**src/rtl/pwr_gate_pkg.sv**
```systemverilog
package pwr_gate_pkg;

  typedef enum logic [1:0] {
    ST_INHIBIT  = 2'd0,
    ST_STARTUP  = 2'd1,
    ST_NORMAL   = 2'd2,
    ST_BROWNOUT = 2'd3
  } gateState_e;

  typedef struct packed {
    logic gateOpen;
    logic faultHit;
  } gateStrobe_t;

endpackage

```
**src/rtl/pwr_gate_sync.sv**
```systemverilog
module pwr_gate_sync #(
  parameter int WIDTH  = 2,
  parameter int STAGES = 2
) (
  input  logic             clk,
  input  logic             rstN,
  input  logic [WIDTH-1:0] asyncIn,
  output logic [WIDTH-1:0] syncOut
);

  logic [WIDTH-1:0] chain [STAGES];

  genvar s;
  generate
    for (s = 0; s < STAGES; s++) begin : g_stage
      if (s == 0) begin : g_first
        always_ff @(posedge clk or negedge rstN) begin
          if (!rstN) chain[s] <= '0;
          else       chain[s] <= asyncIn;
        end
      end else begin : g_next
        always_ff @(posedge clk or negedge rstN) begin
          if (!rstN) chain[s] <= '0;
          else       chain[s] <= chain[s-1];
        end
      end
    end
  endgenerate

  assign syncOut = chain[STAGES-1];

endmodule

```
**src/rtl/pwr_gate_datapath.sv**
```systemverilog
module pwr_gate_datapath
  import pwr_gate_pkg::*;
#(
  parameter int SYNC_STAGES = 2
) (
  input  logic        clk,
  input  logic        rstN,
  input  logic        coreGood,
  input  logic        ioGood,
  input  logic        reqEnN,
  input  logic        reqWrN,
  input  gateStrobe_t strobe,
  output logic        suppliesOk,
  output logic        memEnN,
  output logic        memWrN,
  output logic        accessOk,
  output logic        abortPulse
);

  logic [1:0] flagSync;
  logic       abortQ;

  pwr_gate_sync #(
    .WIDTH (2),
    .STAGES(SYNC_STAGES)
  ) u_sync (
    .clk    (clk),
    .rstN   (rstN),
    .asyncIn({coreGood, ioGood}),
    .syncOut(flagSync)
  );

  assign suppliesOk = &flagSync;

  // Requests reach the memory only through an open gate; otherwise both lines idle high.
  assign memEnN   = reqEnN | ~strobe.gateOpen;
  assign memWrN   = reqWrN | ~strobe.gateOpen;
  assign accessOk = strobe.gateOpen;

  always_ff @(posedge clk or negedge rstN) begin
    if (!rstN) abortQ <= 1'b0;
    else       abortQ <= strobe.faultHit & ~reqEnN;
  end

  assign abortPulse = abortQ;

endmodule

```
**src/rtl/pwr_gate_ctrl.sv**
```systemverilog
module pwr_gate_ctrl
  import pwr_gate_pkg::*;
#(
  parameter int START_CYCLES = 16
) (
  input  logic        clk,
  input  logic        rstN,
  input  logic        suppliesOk,
  output gateStrobe_t strobe
);

  localparam int TIMER_W = (START_CYCLES > 1) ? $clog2(START_CYCLES + 1) : 1;
  localparam logic [TIMER_W-1:0] LAST_COUNT = TIMER_W'(START_CYCLES - 1);

  gateState_e        stateQ, stateD;
  logic [TIMER_W-1:0] timerQ, timerD;

  always_comb begin
    stateD = stateQ;
    timerD = timerQ;
    unique case (stateQ)
      ST_INHIBIT, ST_BROWNOUT: begin
        timerD = '0;
        if (suppliesOk) stateD = ST_STARTUP;
      end
      ST_STARTUP: begin
        if (!suppliesOk) begin
          stateD = ST_INHIBIT;
          timerD = '0;
        end else if (timerQ == LAST_COUNT) begin
          stateD = ST_NORMAL;
          timerD = '0;
        end else begin
          timerD = timerQ + 1'b1;
        end
      end
      ST_NORMAL: begin
        timerD = '0;
        if (!suppliesOk) stateD = ST_BROWNOUT;
      end
      default: begin
        stateD = ST_INHIBIT;
        timerD = '0;
      end
    endcase
  end

  always_ff @(posedge clk or negedge rstN) begin
    if (!rstN) begin
      stateQ <= ST_INHIBIT;
      timerQ <= '0;
    end else begin
      stateQ <= stateD;
      timerQ <= timerD;
    end
  end

  assign strobe.gateOpen = (stateQ == ST_NORMAL) &  suppliesOk;
  assign strobe.faultHit = (stateQ == ST_NORMAL) & ~suppliesOk;

endmodule

```
**src/rtl/pwr_access_gate.sv**
```systemverilog
module pwr_access_gate
  import pwr_gate_pkg::*;
#(
  parameter int CLK_MHZ      = 100,
  parameter int STARTUP_US   = 2000,
  parameter int GUARD_CYCLES = 16
) (
  input  logic clk,
  input  logic rstN,
  input  logic coreGood,
  input  logic ioGood,
  input  logic reqEnN,
  input  logic reqWrN,
  output logic memEnN,
  output logic memWrN,
  output logic accessOk,
  output logic abortPulse
);

  localparam int START_CYCLES = CLK_MHZ * STARTUP_US + GUARD_CYCLES;
  localparam int SYNC_STAGES  = 2;

  gateStrobe_t strobe;
  logic        suppliesOk;

  pwr_gate_ctrl #(
    .START_CYCLES(START_CYCLES)
  ) u_ctrl (
    .clk       (clk),
    .rstN      (rstN),
    .suppliesOk(suppliesOk),
    .strobe    (strobe)
  );

  pwr_gate_datapath #(
    .SYNC_STAGES(SYNC_STAGES)
  ) u_dp (
    .clk       (clk),
    .rstN      (rstN),
    .coreGood  (coreGood),
    .ioGood    (ioGood),
    .reqEnN    (reqEnN),
    .reqWrN    (reqWrN),
    .strobe    (strobe),
    .suppliesOk(suppliesOk),
    .memEnN    (memEnN),
    .memWrN    (memWrN),
    .accessOk  (accessOk),
    .abortPulse(abortPulse)
  );

endmodule

```
**config.mk**
```make
export PLATFORM = sky130hd
export DESIGN_NAME = pwr_access_gate
export DESIGN_NICKNAME = d
export VERILOG_FILES = /design/src/rtl/pwr_gate_pkg.sv /design/src/rtl/pwr_gate_sync.sv /design/src/rtl/pwr_gate_datapath.sv /design/src/rtl/pwr_gate_ctrl.sv /design/src/rtl/pwr_access_gate.sv
export SDC_FILE = /design/constraint.sdc
export NUM_CORES = 1
export LEC_CHECK = 0
export BUFFER_PORTS_ARGS = -buffer_cell sky130_fd_sc_hd__buf_2
export CAP_MARGIN = 40
export CORE_MARGIN = 5
export CORE_UTILIZATION = 62
export DETAILED_ROUTE_END_ITERATION = 6
export PLACE_DENSITY_LB_ADDON = 0.12
export SYNTH_ARGS = -nofsm -noshare
export SYNTH_HDL_FRONTEND = slang
export SYNTH_SLANG_ARGS = --single-unit
```
**constraint.sdc**
```tcl
create_clock -name clk -period 4.2 [get_ports clk]
set_input_delay 0.84 -clock clk [delete_from_list [all_inputs] [get_ports clk]]
set_output_delay 0.84 -clock clk [all_outputs]
set_load 0.03 [all_outputs]
```
-- Word level (Yosys, flattened, before mapping)
Cells that the tools add are included.
- add/sub/neg operators: 1
- equal/unequal tests: 7
- muxes and demuxes: 8
- bitwise logic cells: 8
- reduce and logical (&&, ||, !) cells: 5
- operator list (kind ; count):
    18-bit 2-to-1 mux ; 2
    18-bit case mux with 2 select lines ; 1
    18-bit by 1-bit adder with 18-bit output (second input constant) ; 1
    18-bit == test (second input constant) ; 1
    2-bit 2-to-1 mux ; 4
    2-bit case mux with 3 select lines ; 1
    2-bit == test (second input constant) ; 2
    1-bit bitwise AND ; 3
    3-bit != test (second input constant) ; 1
    1-bit inverter ; 3
    3-bit AND reduction ; 1
    3-bit OR reduction ; 1
    2-bit by 1-bit == test with 1-bit output (second input constant) ; 1
    2-bit logical NOT ; 1
    2-bit by 1-bit != test with 1-bit output (second input constant) ; 1
    2-bit != test (second input constant) ; 1
    1-bit bitwise OR ; 2
    2-bit AND reduction ; 1
    2-bit OR reduction ; 1
- bits in registers: 25
- bits of input ports: 6

-- Depth between registers and ports, before layout
- depth after elaboration: 4
- mapped depth: 7

-- Cells and area by module
From an unflattened synthesis, not the netlist that was laid out.
- cell total of the unflattened synthesis: 131
- area total of the unflattened synthesis: 1300.0 sq um
- modules (own cells, without submodules) (module ; instances ; cells an instance ; area each (sq um) ; seq. area each (sq um)):
    pwr_gate_ctrl ; 1 ; 119 ; 1127.3 ; 500.5
    pwr_gate_sync ; 1 ; 6 ; 115.1 ; 100.1
    pwr_gate_datapath ; 1 ; 6 ; 57.6 ; 25.0

-- Worst setup path after synthesis
Ideal clock, no wire load.
- path kind: register to output
- from: register u_ctrl.stateQ[0]
- to: output memEnN
- arrival: 1.521 ns
- path slack: 1.839 ns
- cell stages (with the launch flop): 6
- buffers on the path: 1
- cells stage by stage: dfrtp_1 -> inv_1 -> ha_1 -> and3_1 -> clkbuf_1 -> nand2b_1
- cells in the longest elaborated chain, start to end: 4
- RTL lines (item ; line ; source):
    start, declared ; pwr_gate_ctrl.sv:15 ; gateState_e stateQ, stateD;
    start signal, assigned ; pwr_gate_ctrl.sv:53 ; stateQ <= stateD;
    2-bit == test ; pwr_gate_ctrl.sv:58 ; assign strobe.gateOpen = (stateQ == ST_NORMAL) & suppliesOk;
    1-bit bitwise AND ; pwr_gate_ctrl.sv:58 ;
    named net accessOk ; pwr_access_gate.sv:16 ; output logic accessOk,
    1-bit inverter ; pwr_gate_datapath.sv:36 ; assign memEnN = reqEnN | ~strobe.gateOpen;
    1-bit bitwise OR ; pwr_gate_datapath.sv:36 ;
    end, declared ; pwr_access_gate.sv:14 ; output logic memEnN,
The timed path passes the listed nets, and every way through them passes these cells.

-- Worst setup path after layout
- from: register u_ctrl.stateQ[0]
- to: output memWrN
- cells in the longest elaborated chain, start to end: 4
- RTL lines (item ; line ; source):
    2-bit == test ; pwr_gate_ctrl.sv:58 ;
    1-bit bitwise AND ; pwr_gate_ctrl.sv:58 ;
    1-bit inverter ; pwr_gate_datapath.sv:37 ; assign memWrN = reqWrN | ~strobe.gateOpen;
    1-bit bitwise OR ; pwr_gate_datapath.sv:37 ;
    end, declared ; pwr_access_gate.sv:15 ; output logic memWrN,
Every way passes these cells.

==> flow_summary_export.csv <==
group,metric,value,unit
worst_setup_path,end_kind,"output pin",
logic_synthesis,syn_inst,123,
routing,wl_per_cell,14.1,um
sta,period_share,59.4,%
pwr,powerDensity,317,mW/mm^2
routing,dr.max_layer_used,"met4",
worst_setup_path,reg2reg_to,"u_ctrl.timerQ[17]",
logic_synthesis,yosysSeqAreaShare,50.4,%
sta,timing.final.ws_setup,1710,ps
logic_synthesis,async_flop_share,100,%
clocking,cts-buffers-inserted,3,
worst_setup_path,reg2reg_slack,2220,ps
placed_design,dp_slack,2050,ps
routing,vias_per_cell,5.93,
sta,tightest_slew,600,ps
routing,drc,0,
pwr,switching_share,26.2,%
placed_design,hpwl,1730,um
worst_setup_path,critical_path_class,"reg2out",
layout,utilization,69.1,%
worst_setup_path,cp.required,3360,ps
sta,rsz0062_at_grt,"no",
sta,max_freq,401,MHz
logic_synthesis,ys_top_cells_by_count,"25 x dfrtp_1, 13 x nor2_1, 10 x nand2_1",
pwr,finalPower,0.000425,W
global_route,grt_pass1_vias,930,
pwr,p_leak,0.554,nW
worst_hold_path,hold_path.class,"reg2reg",
floorplanning,rows,16,
routing,wl_met2,1160,um
layout,area_delta_synth_final,8.06,%
sta,setup_viol,0,
global_route,antenna_found_initial,0,
clocking,cts_tree,"yes",
worst_setup_path,startpoint_type,"flip-flop",
logic_synthesis,ys_ff_latch,25,
clocking,hold_buffers,0,
global_route,grt_pass1_wl,3970,um
clocking,cts_setup_buffers,0,
clocking,numClockSinks,25,
pwr,ir_worst_vdd,0.000267,V
logic_synthesis,ys.flop_type,"dfrtp_1",
layout,final_layout_size_suffix_gt1_share,15.8,%
sta,timing_hold_violations_final,0,
worst_setup_path,path_max_fanout,6,
routing,dr.pass1.iters,4,
floorplanning,start_util,63.9,%
worst_setup_path,r2r_cells,4,
floorplanning,dieArea,0.00300,mm^2
pwr,p_seq_share,60.8,%
logic_synthesis,synth-edff-count,0,
logic_synthesis,syn_area,0.00124,mm^2
routing,wl_met1,971,um
sta,skew,1.17,ps
worst_setup_path,arrival,1650,ps
routing,drt-total-wl,2250,um
pwr,pwr-share-clk,24.7,%
clocking,root_buffer,"clkbuf_4",
routing,num_vias,948,
logic_synthesis,ys_warn_count,0,
floorplanning,core,0.00194,mm^2
logic_synthesis,yosysUniqueCellTypes,36,
sta,slew_violations,0,
sta,fin_crit,2490,ps
routing,ant_nets,0,
clocking,ctsResizeCount,0,
pwr,pwr-share-comb,14.5,%
pwr,p_switching,0.000111,W
layout,antenna_cells,0,
clocking,clockBufferDepth,2,
logic_synthesis,yosysMostFrequentCell,"dfrtp_1",
worst_setup_path,r2r-start,"u_ctrl.timerQ[4]",
sta,relSlewSlack,59.7,%
floorplanning,die_w,54.7,um
global_route,grt-ovfl-total,0,
logic_synthesis,synth_largest_area_cell,"dfrtp_1",
pwr,p_int,0.000313,W
clocking,clkLatencyLatePin,320,ps
global_route,track_usage,18.9,%
placed_design,numPortBuffers,9,
placed_design,gp_congestion,0.834,
worst_hold_path,min_delay_worst_endpoint,"u_dp.u_sync.syncOut[0]",
clocking,h-tree-depth,1,
logic_synthesis,synth_area_leaders,"dfrtp_1 50%, xor2_1 4.2%, ha_1 4.0%",
logic_synthesis,synth_top_area_share,50.4,%
routing,route.met3.wl,71,um
sta,fin_tns_setup,0,ps
floorplanning,die_h,54.7,um
logic_synthesis,syn_avg_cell_area,10.1,um^2
layout,finalNetCount,144,
worst_hold_path,holdPathStages,0,
global_route,grt_max_degree,26,
clocking,clkTransAtPathRegs,130,ps
status,status,"complete, no violations",
run,cap_violations,0,
routing,drtIter0Drc,8,
logic_synthesis,syn_nets,133,
worst_hold_path,hold_start,"u_dp.u_sync.chain[2]",
floorplanning,num_io_pins,10,
[layout by cell type, fill, tap and decap left out, types with 3 or more instances in the layout]
cell type | netlist | final
nand4_1 | 3 | 3
a21oi_1 | 6 | 6
buf_2 | 1 | 9
ha_1 | 4 | 4
o21ai_0 | 4 | 4
nor2_1 | 13 | 13
nand3_1 | 5 | 5
or3_2 | 3 | 3
inv_1 | 4 | 4
dfrtp_1 | 25 | 25
nor3_1 | 3 | 3
xnor2_1 | 5 | 5
xor2_1 | 6 | 6
nand2_1 | 10 | 10
clkbuf_4 | 0 | 3
[worst max path at each step]
stage                       endpoint  slack, ps         startpoint
finish                        memWrN       1710   u_ctrl.stateQ[0]
global route                  memWrN       1560   u_ctrl.stateQ[0]
CTS                           memWrN       1680   u_ctrl.stateQ[0]
detailed placement            memWrN       2050   u_ctrl.stateQ[0]
global placement    u_ctrl.stateQ[0]       2000  u_ctrl.timerQ[12]
floorplan                     memEnN       1840   u_ctrl.stateQ[0]
[through the flow]
stage               cell area, um^2  hold slack, ps  std cells
detailed placement             1310             339        156
global route                   1340             395        160
floorplan                      1240             331        123
finish                         1340             365        160
global placement               1300             333        155
CTS                            1340             369        160
[metal layers]
layer / vias to the layer above / track usage, %
li1: 454 / -
met1: 473 / 21.0
met2: 16 / 33.7
met3: 5 / 3.27
met4: 0 / 9.96
met5: - / 0
[worst max-delay path, stage by stage, from the launching register on]
cell and delay [ps]:
dfrtp_1 440, inv_1 70, ha_1 240, and3_1 320
nand2b_1 80, buf_2 180
[power by group through the flow]
stage | clock network (W) | logic (W) | registers (W)
final | 0.000105 | 0.0000614 | 0.000258
after global routing | 0.000117 | 0.0000707 | 0.000260
after floorplan | 0 | 0.0000424 | 0.000261
after CTS | 0.000108 | 0.0000626 | 0.000259
after global placement | 0 | 0.0000557 | 0.000262
after detailed placement | 0 | 0.0000618 | 0.000263
[area by class of cell]
cell class | count | area [um^2]
sequential | 25 | 626
fill | 166 | 601
multi-input combinational | 90 | 583
timing repair buffer | 10 | 56.3
tap | 27 | 33.8
clock buffer | 3 | 22.5
inverter | 4 | 15.0
clock inverter | 1 | 5.00
[logic make-up after synthesis]
| logic type | share of synthesized area (%) |
|---|---|
| AO/OA/AOI/OAI | 9.88 |
| XOR/XNOR | 7.76 |
| adder cells (fa/ha/maj) | 4.03 |
| buffers and inverters | 2.62 |
| flip-flops | 50.4 |
| AND/OR/NAND/NOR | 25.3 |
[sequential cells by signal, summed over array words and instances, names as in the netlist]
name	cells
u_dp.u_sync.chain	2
u_dp.abortPulse	1
u_ctrl.timerQ	18
u_dp.u_sync.syncOut	2
u_ctrl.stateQ	2
Power figures use the tool's default switching activity.
